File: src/rtl/mbm_pkg.sv
package mbm_pkg;
    typedef enum logic [2:0] {
        ST_IDLE,
        ST_ADDR,
        ST_SEL,
        ST_DATA,
        ST_REL
    } mbm_state_e;
endpackage

File: src/rtl/mbm_phase_timer.sv
// Counts the cycles of one bus phase; last is high in its final cycle.
module mbm_phase_timer #(
    parameter int SETUP_CYC = 4
) (
    input  logic clk,
    input  logic rst_n,
    input  logic run,
    output logic last
);
    localparam int CW = (SETUP_CYC > 1) ? $clog2(SETUP_CYC) : 1;

    logic [CW-1:0] cnt_q;

    assign last = run && (cnt_q == CW'(SETUP_CYC - 1));

    always_ff @(posedge clk or negedge rst_n) begin
        if (!rst_n)              cnt_q <= '0;
        else if (!run || last)   cnt_q <= '0;
        else                     cnt_q <= cnt_q + 1'b1;
    end


    phase_len_chk: assert property (@(posedge clk) disable iff (!rst_n)
        run && !last |=> run);
endmodule

File: src/rtl/mbm_vote.sv
// Holds the samples of one voted read and counts matches with a new sample.
module mbm_vote #(
    parameter int BUS_W   = 5,
    parameter int MAX_TRY = 5
) (
    input  logic                           clk,
    input  logic                           rst_n,
    input  logic                           clear,
    input  logic                           push,
    input  logic [BUS_W-1:0]               sample,
    output logic [$clog2(MAX_TRY+1)-1:0]   agree
);
    localparam int CW = $clog2(MAX_TRY + 1);
    localparam int IW = (MAX_TRY > 1) ? $clog2(MAX_TRY) : 1;

    logic [BUS_W-1:0]   hist_q [MAX_TRY];
    logic [MAX_TRY-1:0] vld_q;
    logic [MAX_TRY-1:0] hit;
    logic [IW-1:0]      wr_idx_q;

    for (genvar g = 0; g < MAX_TRY; g++) begin : g_cmp
        assign hit[g] = vld_q[g] && (hist_q[g] == sample);
    end

    assign agree = CW'($countones(hit));

    always_ff @(posedge clk or negedge rst_n) begin
        if (!rst_n) begin
            vld_q    <= '0;
            wr_idx_q <= '0;
        end else if (clear) begin
            vld_q    <= '0;
            wr_idx_q <= '0;
        end else if (push) begin
            vld_q[wr_idx_q] <= 1'b1;
            wr_idx_q        <= wr_idx_q + 1'b1;
        end
    end

    always_ff @(posedge clk) begin
        if (push && !clear) hist_q[wr_idx_q] <= sample;
    end


    hist_room_chk: assert property (@(posedge clk) disable iff (!rst_n)
        push && !clear |-> wr_idx_q < IW'(MAX_TRY));
endmodule

File: src/rtl/mbm_pin_drive.sv
// Decodes FSM state and access kind into pin levels.
module mbm_pin_drive
    import mbm_pkg::*;
#(
    parameter int BUS_W = 5
) (
    input  mbm_state_e       state,
    input  logic             acc_wr,
    input  logic [BUS_W-1:0] addr,
    input  logic [BUS_W-1:0] wdata,
    output logic [BUS_W-1:0] bus_out,
    output logic [BUS_W-1:0] bus_oe,
    output logic             cs_n,
    output logic             rw,
    output logic             ad
);
    always_comb begin
        bus_out = '1;
        bus_oe  = '1;
        cs_n    = 1'b1;
        rw      = 1'b1;
        ad      = 1'b1;
        unique case (state)
            ST_IDLE, ST_REL: ;
            ST_ADDR: begin
                rw      = !acc_wr;
                ad      = 1'b0;
                bus_out = addr;
            end
            ST_SEL: begin
                cs_n    = 1'b0;
                rw      = !acc_wr;
                ad      = 1'b0;
                bus_out = addr;
            end
            ST_DATA: begin
                cs_n    = 1'b0;
                rw      = !acc_wr;
                bus_out = acc_wr ? wdata : '1;
                bus_oe  = acc_wr ? '1 : '0;
            end
            default: ;
        endcase
    end
endmodule

File: src/rtl/mbm_master.sv
module mbm_master
    import mbm_pkg::*;
#(
    parameter int BUS_W     = 5,
    parameter int SETUP_CYC = 4,
    parameter int MAX_TRY   = 5,
    parameter int VOTE_NEED = 2
) (
    input  logic             clk,
    input  logic             rst_n,
    input  logic             cmd_valid,
    input  logic             cmd_write,
    input  logic [BUS_W-1:0] cmd_addr,
    input  logic [BUS_W-1:0] cmd_wdata,
    output logic             busy,
    output logic             done,
    output logic             verify_fail,
    output logic [BUS_W-1:0] rdata,
    output logic [BUS_W-1:0] bus_out,
    output logic [BUS_W-1:0] bus_oe,
    input  logic [BUS_W-1:0] bus_in,
    output logic             cs_n,
    output logic             rw,
    output logic             ad
);
    localparam int CW = $clog2(MAX_TRY + 1);
    localparam int TW = $clog2(MAX_TRY + 1);

    mbm_state_e       state_q, state_d;
    logic             acc_wr_q, op_wr_q, fin_q, fail_q, done_q;
    logic [BUS_W-1:0] cmd_addr_q, wdata_q, acc_addr_q, rdata_q;
    logic [TW-1:0]    rtry_q, wtry_q;
    logic             tmr_last, accept, data_end, need_vfy, rd_stop;
    logic             vote_clear, vote_push;
    logic [CW-1:0]    agree;
    logic [BUS_W-1:0] vfy_addr;

    assign accept   = (state_q == ST_IDLE) && cmd_valid;
    assign data_end = (state_q == ST_DATA) && tmr_last;
    // set-state addresses (bit 4 or 3) map to get-state: clear both, set bit 4
    assign need_vfy = |cmd_addr_q[BUS_W-1:BUS_W-2];
    assign vfy_addr = {2'b10, cmd_addr_q[BUS_W-3:0]};
    assign rd_stop  = (agree >= CW'(VOTE_NEED)) || (rtry_q == TW'(MAX_TRY - 1));

    assign vote_clear = accept || (data_end && acc_wr_q);
    assign vote_push  = data_end && !acc_wr_q;

    mbm_phase_timer #(.SETUP_CYC(SETUP_CYC)) u_tmr (
        .clk  (clk),
        .rst_n(rst_n),
        .run  ((state_q == ST_SEL) || (state_q == ST_DATA)),
        .last (tmr_last)
    );

    mbm_vote #(.BUS_W(BUS_W), .MAX_TRY(MAX_TRY)) u_vote (
        .clk   (clk),
        .rst_n (rst_n),
        .clear (vote_clear),
        .push  (vote_push),
        .sample(bus_in),
        .agree (agree)
    );

    mbm_pin_drive #(.BUS_W(BUS_W)) u_pins (
        .state  (state_q),
        .acc_wr (acc_wr_q),
        .addr   (acc_addr_q),
        .wdata  (wdata_q),
        .bus_out(bus_out),
        .bus_oe (bus_oe),
        .cs_n   (cs_n),
        .rw     (rw),
        .ad     (ad)
    );

    always_comb begin
        state_d = state_q;
        unique case (state_q)
            ST_IDLE: if (cmd_valid) state_d = ST_ADDR;
            ST_ADDR: state_d = ST_SEL;
            ST_SEL:  if (tmr_last) state_d = ST_DATA;
            ST_DATA: if (tmr_last) state_d = ST_REL;
            ST_REL:  state_d = fin_q ? ST_IDLE : ST_ADDR;
            default: state_d = ST_IDLE;
        endcase
    end

    always_ff @(posedge clk or negedge rst_n) begin
        if (!rst_n) state_q <= ST_IDLE;
        else        state_q <= state_d;
    end

    always_ff @(posedge clk or negedge rst_n) begin
        if (!rst_n) begin
            acc_wr_q   <= 1'b0;
            op_wr_q    <= 1'b0;
            fin_q      <= 1'b0;
            fail_q     <= 1'b0;
            done_q     <= 1'b0;
            cmd_addr_q <= '0;
            wdata_q    <= '0;
            acc_addr_q <= '0;
            rdata_q    <= '0;
            rtry_q     <= '0;
            wtry_q     <= '0;
        end else begin
            done_q <= (state_q == ST_REL) && fin_q;
            if (accept) begin
                op_wr_q    <= cmd_write;
                acc_wr_q   <= cmd_write;
                cmd_addr_q <= cmd_addr;
                acc_addr_q <= cmd_addr;
                wdata_q    <= cmd_wdata;
                rtry_q     <= '0;
                wtry_q     <= '0;
                fin_q      <= 1'b0;
                fail_q     <= 1'b0;
                if (cmd_write) rdata_q <= '0;
            end else if (data_end && acc_wr_q) begin
                if (need_vfy) begin
                    acc_wr_q   <= 1'b0;
                    acc_addr_q <= vfy_addr;
                    rtry_q     <= '0;
                end else begin
                    fin_q <= 1'b1;
                end
            end else if (data_end) begin
                if (!rd_stop) begin
                    rtry_q <= rtry_q + 1'b1;
                end else begin
                    rdata_q <= bus_in;
                    if (!op_wr_q || bus_in == wdata_q) begin
                        fin_q <= 1'b1;
                    end else if (wtry_q == TW'(MAX_TRY - 1)) begin
                        fin_q  <= 1'b1;
                        fail_q <= 1'b1;
                    end else begin
                        wtry_q     <= wtry_q + 1'b1;
                        acc_wr_q   <= 1'b1;
                        acc_addr_q <= cmd_addr_q;
                    end
                end
            end
        end
    end

    assign busy        = (state_q != ST_IDLE);
    assign done        = done_q;
    assign verify_fail = fail_q && !busy;
    assign rdata       = rdata_q;


    addr_setup_chk: assert property (@(posedge clk) disable iff (!rst_n)
        $fell(cs_n) |-> !ad && $stable(bus_out));

    rw_hold_chk: assert property (@(posedge clk) disable iff (!rst_n)
        !cs_n |-> $stable(rw));

    idle_gap_chk: assert property (@(posedge clk) disable iff (!rst_n)
        $rose(cs_n) |=> cs_n);

    done_pulse_chk: assert property (@(posedge clk) disable iff (!rst_n)
        done |=> !done);

    busy_end_chk: assert property (@(posedge clk) disable iff (!rst_n)
        $fell(busy) |-> done);

    fail_at_done_chk: assert property (@(posedge clk) disable iff (!rst_n)
        $rose(verify_fail) |-> done);

    wtry_bound_chk: assert property (@(posedge clk) disable iff (!rst_n)
        busy |-> wtry_q < TW'(MAX_TRY));
endmodule

File: config.mk
export PLATFORM = sky130hd
export DESIGN_NAME = mbm_master
export DESIGN_NICKNAME = d
export VERILOG_FILES = /design/src/rtl/mbm_pkg.sv /design/src/rtl/mbm_phase_timer.sv /design/src/rtl/mbm_vote.sv /design/src/rtl/mbm_pin_drive.sv /design/src/rtl/mbm_master.sv
export SDC_FILE = /design/constraint.sdc
export NUM_CORES = 1
export LEC_CHECK = 0
export CORE_MARGIN = 10
export CORE_UTILIZATION = 47
export CTS_BUF_LIST = sky130_fd_sc_hd__clkbuf_4 sky130_fd_sc_hd__clkbuf_8
export CTS_CLUSTER_SIZE = 12
export DETAILED_ROUTE_END_ITERATION = 16
export PLACE_DENSITY = 0.72
export REMOVE_ABC_BUFFERS = 1
export SLEW_MARGIN = 5
export SYNTH_ARGS = -nofsm -noshare
export SYNTH_HDL_FRONTEND = slang
export SYNTH_HIERARCHICAL = 1
export SYNTH_SLANG_ARGS = --single-unit
File: constraint.sdc
create_clock -name clk -period 3 [get_ports clk]
set_input_delay 0.45 -clock clk [delete_from_list [all_inputs] [get_ports clk]]
set_output_delay 0.45 -clock clk [all_outputs]
set_load 0.01 [all_outputs]
**Word level (Yosys, flattened, before mapping)**

Memory sizes are Yosys's and may differ from the RTL's.
Cells that the tools add are included.
Widths: inputs -> output; s select.

- $add $sub $neg: 8
- Multiply operators: 0
- Divide/modulo/power cells: 0
- Magnitude comparators: 3
- Equality and inequality tests: 25
- Shift-type cells: 0
- Muxes and demuxes: 63
- Bitwise operators: 1
- Reductions and logical operators: 44

Operators by type and width:

| operator | count |
|---|---|
| $mux 5 | 17 |
| $mux 3 | 16 |
| $eq 5x5->1 | 6 |
| $mux 1 | 26 |
| $pmux 3 s5 | 1 |
| $reduce_and 5->1 | 3 |
| $logic_and 1x1->1 | 14 |
| $ne 2x2->1 const B | 7 |
| $ne 3x3->1 const B | 4 |
| $pmux 5 s2 | 1 |
| $add 3x1->3 const B | 3 |
| $eq 3x3->1 const B | 3 |
| $reduce_bool 3->1 | 3 |
| $reduce_and 4->1 | 2 |
| $reduce_bool 2->1 | 4 |
| $eq 3x2->1 const B | 2 |
| $reduce_and 3->1 | 2 |
| $reduce_or 2->1 | 3 |
| $logic_not 1->1 | 5 |
| $logic_or 1x1->1 | 5 |
| $or 5x5->5 | 1 |
| $add 1x1->2 | 2 |
| $lt 3x4->1 const B | 1 |
| $reduce_bool 4->1 | 1 |
| 12 further kinds | 12 |

- Register bits after elaboration: 44
- Bits in latches: 0
- Memory bits (writable): 25
- Memory bits (read-only): 0
- Input port bits: 19
- Memories: 1

Memory list:

| name | depth | bits a word | read ports | clocked after Yosys merged registers in | write ports | RTL line | source |
|---|---|---|---|---|---|---|---|
| u_vote.hist_q | 5 | 5 | 5 | 0 | 1 | mbm_vote.sv:16 | `logic [BUS_W-1:0] hist_q [MAX_TRY];` |

**Logic depth before layout (Yosys ltp)**

An unclocked memory read counts as a cell.

- Depth in word-level cells: 12
- Gate-level depth with buffers: 13
- Mapped depth without buffers: 12

**Hierarchy**

The synthesis kept the hierarchy.

Modules (own cells, without submodules):

| module | instances | cells each | area each (sq um) | seq. area each (sq um) |
|---|---|---|---|---|
| mbm_master | 1 | 173 | 1,674.1 | 850.8 |
| mbm_vote | 1 | 100 | 1,477.7 | 950.9 |
| mbm_pin_drive | 1 | 28 | 161.4 | 0.0 |
| mbm_phase_timer | 1 | 6 | 91.3 | 50.0 |

**Worst setup path before layout**

No wires, ideal clock.

- Path type: input -> register
- Start point: input bus_in[0]
- End point: register acc_addr_q[0]
- Library setup time: 127 ps
- Arrival time: 3,373 ps
- Data required time: 2,873 ps
- Slack: -501 ps
- Stages: 12
- Path buffers: 1
- Cells stage by stage: buf_2 > xor2_1 > nor4_1 > nand3_1 > fa_1 > inv_1 > fa_1 > ha_1 > a2111oi_0 > o21ai_2 > o211a_4 > mux2_1

- Word-level cells in the longest chain between the ends: 9
- Elaborated cells on any way between the ends: 21
- Those cells by class: 4 x add/sub; 1 x order compare; 7 x eq/ne; 9 x reduce/logical

RTL lines:

| what | RTL line | source |
|---|---|---|
| start, declared | mbm_master.sv:21 | `input logic [BUS_W-1:0] bus_in,` |
| $eq 5x5->1 | mbm_vote.sv:22 | `assign hit[g] = vld_q[g] && (hist_q[g] == sample);` |
| $logic_and 1x1->1 | mbm_vote.sv:22 |  |
| $add 1x1->2 (not written as such) | mbm_vote.sv:25 | `assign agree = CW'($countones(hit));` |
| $add 3x3->3 (not written as such) | mbm_vote.sv:25 |  |
| $add 3x1->3 (not written as such) * | mbm_vote.sv:25 |  |
| via agree[1] | mbm_master.sv:35 | `logic [CW-1:0] agree;` |
| $ge 3x2->1 * | mbm_master.sv:43 | `assign rd_stop = (agree >= CW'(VOTE_NEED)) \|\| (rtry_q == TW'(MAX_TRY - 1));` |
| $logic_or 1x1->1 * | mbm_master.sv:43 |  |
| $reduce_bool 3->1 (no line) * | -- |  |
| $reduce_and 5->1 (no line) * | -- |  |
| end signal, assigned | mbm_master.sv:112 | `acc_addr_q <= cmd_addr;` |
| end signal, assigned | mbm_master.sv:122 | `acc_addr_q <= vfy_addr;` |
| end signal, assigned | mbm_master.sv:140 | `acc_addr_q <= cmd_addr_q;` |
| end, declared | mbm_master.sv:31 | `logic [BUS_W-1:0] cmd_addr_q, wdata_q, acc_addr_q, rdata_q;` |

Mark *: on every way through the listed nets, which the timed path passes. The rest lies on a longest branch.
A chain may end at the register's enable or synchronous reset.

==> impl_metrics.env <==
export IMPL_synth_top_area_share_pct=32.3
export IMPL_async_flop_share_pct=63.8
export IMPL_synth_flop_cell="dfrtp_1"
export IMPL_yosysWarnings=6
export IMPL_coreArea_um2=6910
export IMPL_num_vias=2342
export IMPL_violations="negative setup slack"
export IMPL_swShare_pct=35.4
export IMPL_hold_class="in2async"
export IMPL_grt_pass1_wl_um=12200
export IMPL_max_stage_delay_ns=0.57
export IMPL_antenna_cells=0
export IMPL_grt_max_degree=45
export IMPL_cp_endpoint="acc_addr_q[3]$_DFFE_PN0P_"
export IMPL_startpoint="u_vote/hist_q[0][2]$_DFFE_PP_"
export IMPL_cts_root_buf="clkbuf_8"
export IMPL_multi_input_area_um2=1480
export IMPL_pwr_share_comb_pct=39.9
export IMPL_initial_utilization_pct=49.3
export IMPL_path_buf_inv=2
export IMPL_hold_viol_final=0
export IMPL_path_cells="xor2_1 > nor4_2 > nand3_1 > fa_1 > inv_2 > fa_2 > ha_4 > a2111oi_4 > buf_4 > o21ai_4 > o211a_4 > mux2_4"
export IMPL_clk_path_buf_depth=2
export IMPL_grt_use_total_pct=13.3
export IMPL_dp_hpwl_um=4960
export IMPL_grt_pass1_vias=2481
export IMPL_r2r_cells=12
export IMPL_crit_required_ns=3.22
export IMPL_dieHeight_um=105
export IMPL_antenna_found_initial=0
export IMPL_yosysSeqAreaShare_pct=54.4
export IMPL_fin_worst_skew_ns=0.00674
export IMPL_ys_ff_latch=69
export IMPL_worstMarginPinSlew_ns=0.977
export IMPL_placed_area_um2=3920
export IMPL_fmax_ghz=0.304
export IMPL_rr_startpoint="u_vote/hist_q[0][2]$_DFFE_PP_"
export IMPL_synth_area_per_cell_um2=11.1
export IMPL_rows=30
export IMPL_reg2reg_to="acc_addr_q[3]$_DFFE_PN0P_"
export IMPL_run_status="complete, but fails checks"
export IMPL_layout_commonest_cell="nand2_1"
export IMPL_cts_tree="built"
export IMPL_clockPowerShare_pct=18.4
export IMPL_area_growth_pct=23.9
export IMPL_finalWorstPathRequiredPeriod_ns=3.29
export IMPL_vdd_drop_max_v=0.000594
export IMPL_power_total_mw=3.52
export IMPL_layout_drive_gt1_share_pct=19.1
export IMPL_critPathMaxFanout=6
export IMPL_fin_ws_ns=-0.291
export IMPL_syn_inst=307
export IMPL_ant_nets=0
export IMPL_cts_buffers=9
export IMPL_drc=0
export IMPL_regArea_um2=1850
export IMPL_seq_power_share_pct=41.8
export IMPL_cts_sinks=69
export IMPL_io_pins=40
export IMPL_fill_cells=584
export IMPL_vias_per_cell=5.06
export IMPL_dp_cells=442
export IMPL_tns_ns=-2.71
export IMPL_setup_viol=14
export IMPL_drt_wl_total_um=7010
export IMPL_switchingPower_mw=1.25
export IMPL_crit_type="reg2reg"
export IMPL_synth_edff_count=25
export IMPL_wire_per_inst_um=15.1
export IMPL_intPower_mw=2.27
export IMPL_power_density_nw_per_um2=834
export IMPL_dr_first_iter_drc_count=91
export IMPL_instances_no_fill=463
export IMPL_netlist_area_um2=3400
export IMPL_clk_pin_slew_ns=0.07
export IMPL_cp_end_kind="flop"
export IMPL_finalMaxSlewViolations=0
export IMPL_synthTopCellsByArea="dfrtp_1, edfxtp_1, xor2_1"
export IMPL_p_leak_nw=1.86
export IMPL_final_area_um2=4220
export IMPL_arrival_ns=3.51
export IMPL_slew_headroom_pct=34.9
export IMPL_drv_cap=0
export IMPL_finalNetCount=390
export IMPL_h_tree_depth=3
export IMPL_layout_common_cells="nand2_1, dfrtp_1, clkdlybuf4s50_1, xor2_1, edfxtp_1"
export IMPL_hold_buffers=0
export IMPL_cp_depth=12
export IMPL_portBuffers=39
export IMPL_worst_path_max_delay_cell="fa_1"
export IMPL_crit_family="adder cells"
export IMPL_globalplace_congestion=0.820
export IMPL_grt_ovfl_total=0
export IMPL_layout_worst_path_cycle_share_pct=110
export IMPL_ys_types=57
export IMPL_fin_util_pct=61.1
export IMPL_r2r_slack_ns=-0.29
export IMPL_rsz0062_at_grt="yes"
export IMPL_synth_top_area_cell="dfrtp_1"
export IMPL_fp_dieW_um=105
export IMPL_start_kind="flop"
export IMPL_die_area_um2=11000
export IMPL_clk_latency_ns=0.33
export IMPL_drt_pass1_iter_count=4
-- synthesized netlist by cell type, drive strengths merged (2+ instances only) --
library cell  count
a21o              4
a21oi             5
a22oi             5
a31oi             2
and2              4
and3              6
and3b             2
buf              15
clkbuf            2
dfrtp            44
edfxtp           25
fa                2
ha                7
inv              12
mux2              6
mux2i             3
nand2            53
nand3             8
nand4             2
nor2             22
nor3              4
nor3b             2
nor4              5
o21a              2
o21ai            11
o22a              2
o22ai             2
xnor2             6
xor2             27
-- power groups by stage --
stage	combinational [mW]	sequential, mW	clock [mW]
after global routing	1.57	1.51	0.699
final	1.40	1.47	0.646
after floorplan	0.742	1.42	0
after CTS	1.41	1.46	0.665
after global placement	1.31	1.46	0
after detailed placement	1.33	1.47	0
-- worst min-delay path by stage --
stage / startpoint / endpoint / slack [ns]
2_1_floorplan: rst_n / acc_addr_q[0]$_DFFE_PN0P_ / 0.15
3_3_place_gp: u_tmr/cnt_q[0]$_DFF_PN0_ / u_tmr/cnt_q[0]$_DFF_PN0_ / 0.44
3_5_place_dp: u_tmr/cnt_q[0]$_DFF_PN0_ / u_tmr/cnt_q[0]$_DFF_PN0_ / 0.46
4_1_cts: rst_n / cmd_addr_q[0]$_DFFE_PN0P_ / 0.30
5_1_grt: rst_n / cmd_addr_q[2]$_DFFE_PN0P_ / 0.36
6_report: rst_n / cmd_addr_q[2]$_DFFE_PN0P_ / 0.27
-- repair_timing --
action                                  4_1_cts  5_1_grt
endpoints found under the setup margin       19       19
buffers inserted                              5        0
pin swaps                                    10        3
gates resized for setup                      24        6
-- through the flow --
stage               setup WS (ns)  hold slack, ns
floorplan                  -0.487           0.154
finish                     -0.291           0.269
detailed placement          -1.13           0.456
global placement            -1.11           0.443
CTS                        -0.320           0.299
global route               -0.455           0.359
-- sequential cells by signal, summed over array words and instances, names as in the netlist, 3 cells and up --
signal / count
u_vote/hist_q: 25
rdata: 5
wdata_q: 5
cmd_addr_q: 5
acc_addr_q: 5
rtry_q: 3
state_q: 3
wtry_q: 3
u_vote/vld_q: 5
u_vote/wr_idx_q: 3
-- cells by family (layout without fill, tap and decap cells) --
family                   count (synthesis)  count (layout)  share of synthesized area [%]
adder cells (fa/ha/maj)                  9               9                           3.75
buffers and inverters                   29              89                           4.78
AO/OA/AOI/OAI                           42              42                           8.89
AND/OR/NAND/NOR                        116             116                           16.6
multiplexers                             9               9                           2.87
flip-flops                              69              69                           54.4
XOR/XNOR                                33              33                           8.71
-- layout make-up --
class                      count  share of cell area, %
clock buffer                  11                   3.29
clock inverter                 5                  0.682
inverter                      12                   1.07
multi-input combinational    209                   35.1
sequential                    69                   43.9
tap                           96                   2.85
timing repair buffer          61                   13.1
-- routing by layer --
metal	GRT usage [%]	part of all wire (%)
met1	17.1	48
met3	4.98	5.7
met5	0	0
met4	5.00	1.3
met2	19.9	45
Note: power is estimated with default switching activity, not from simulation.
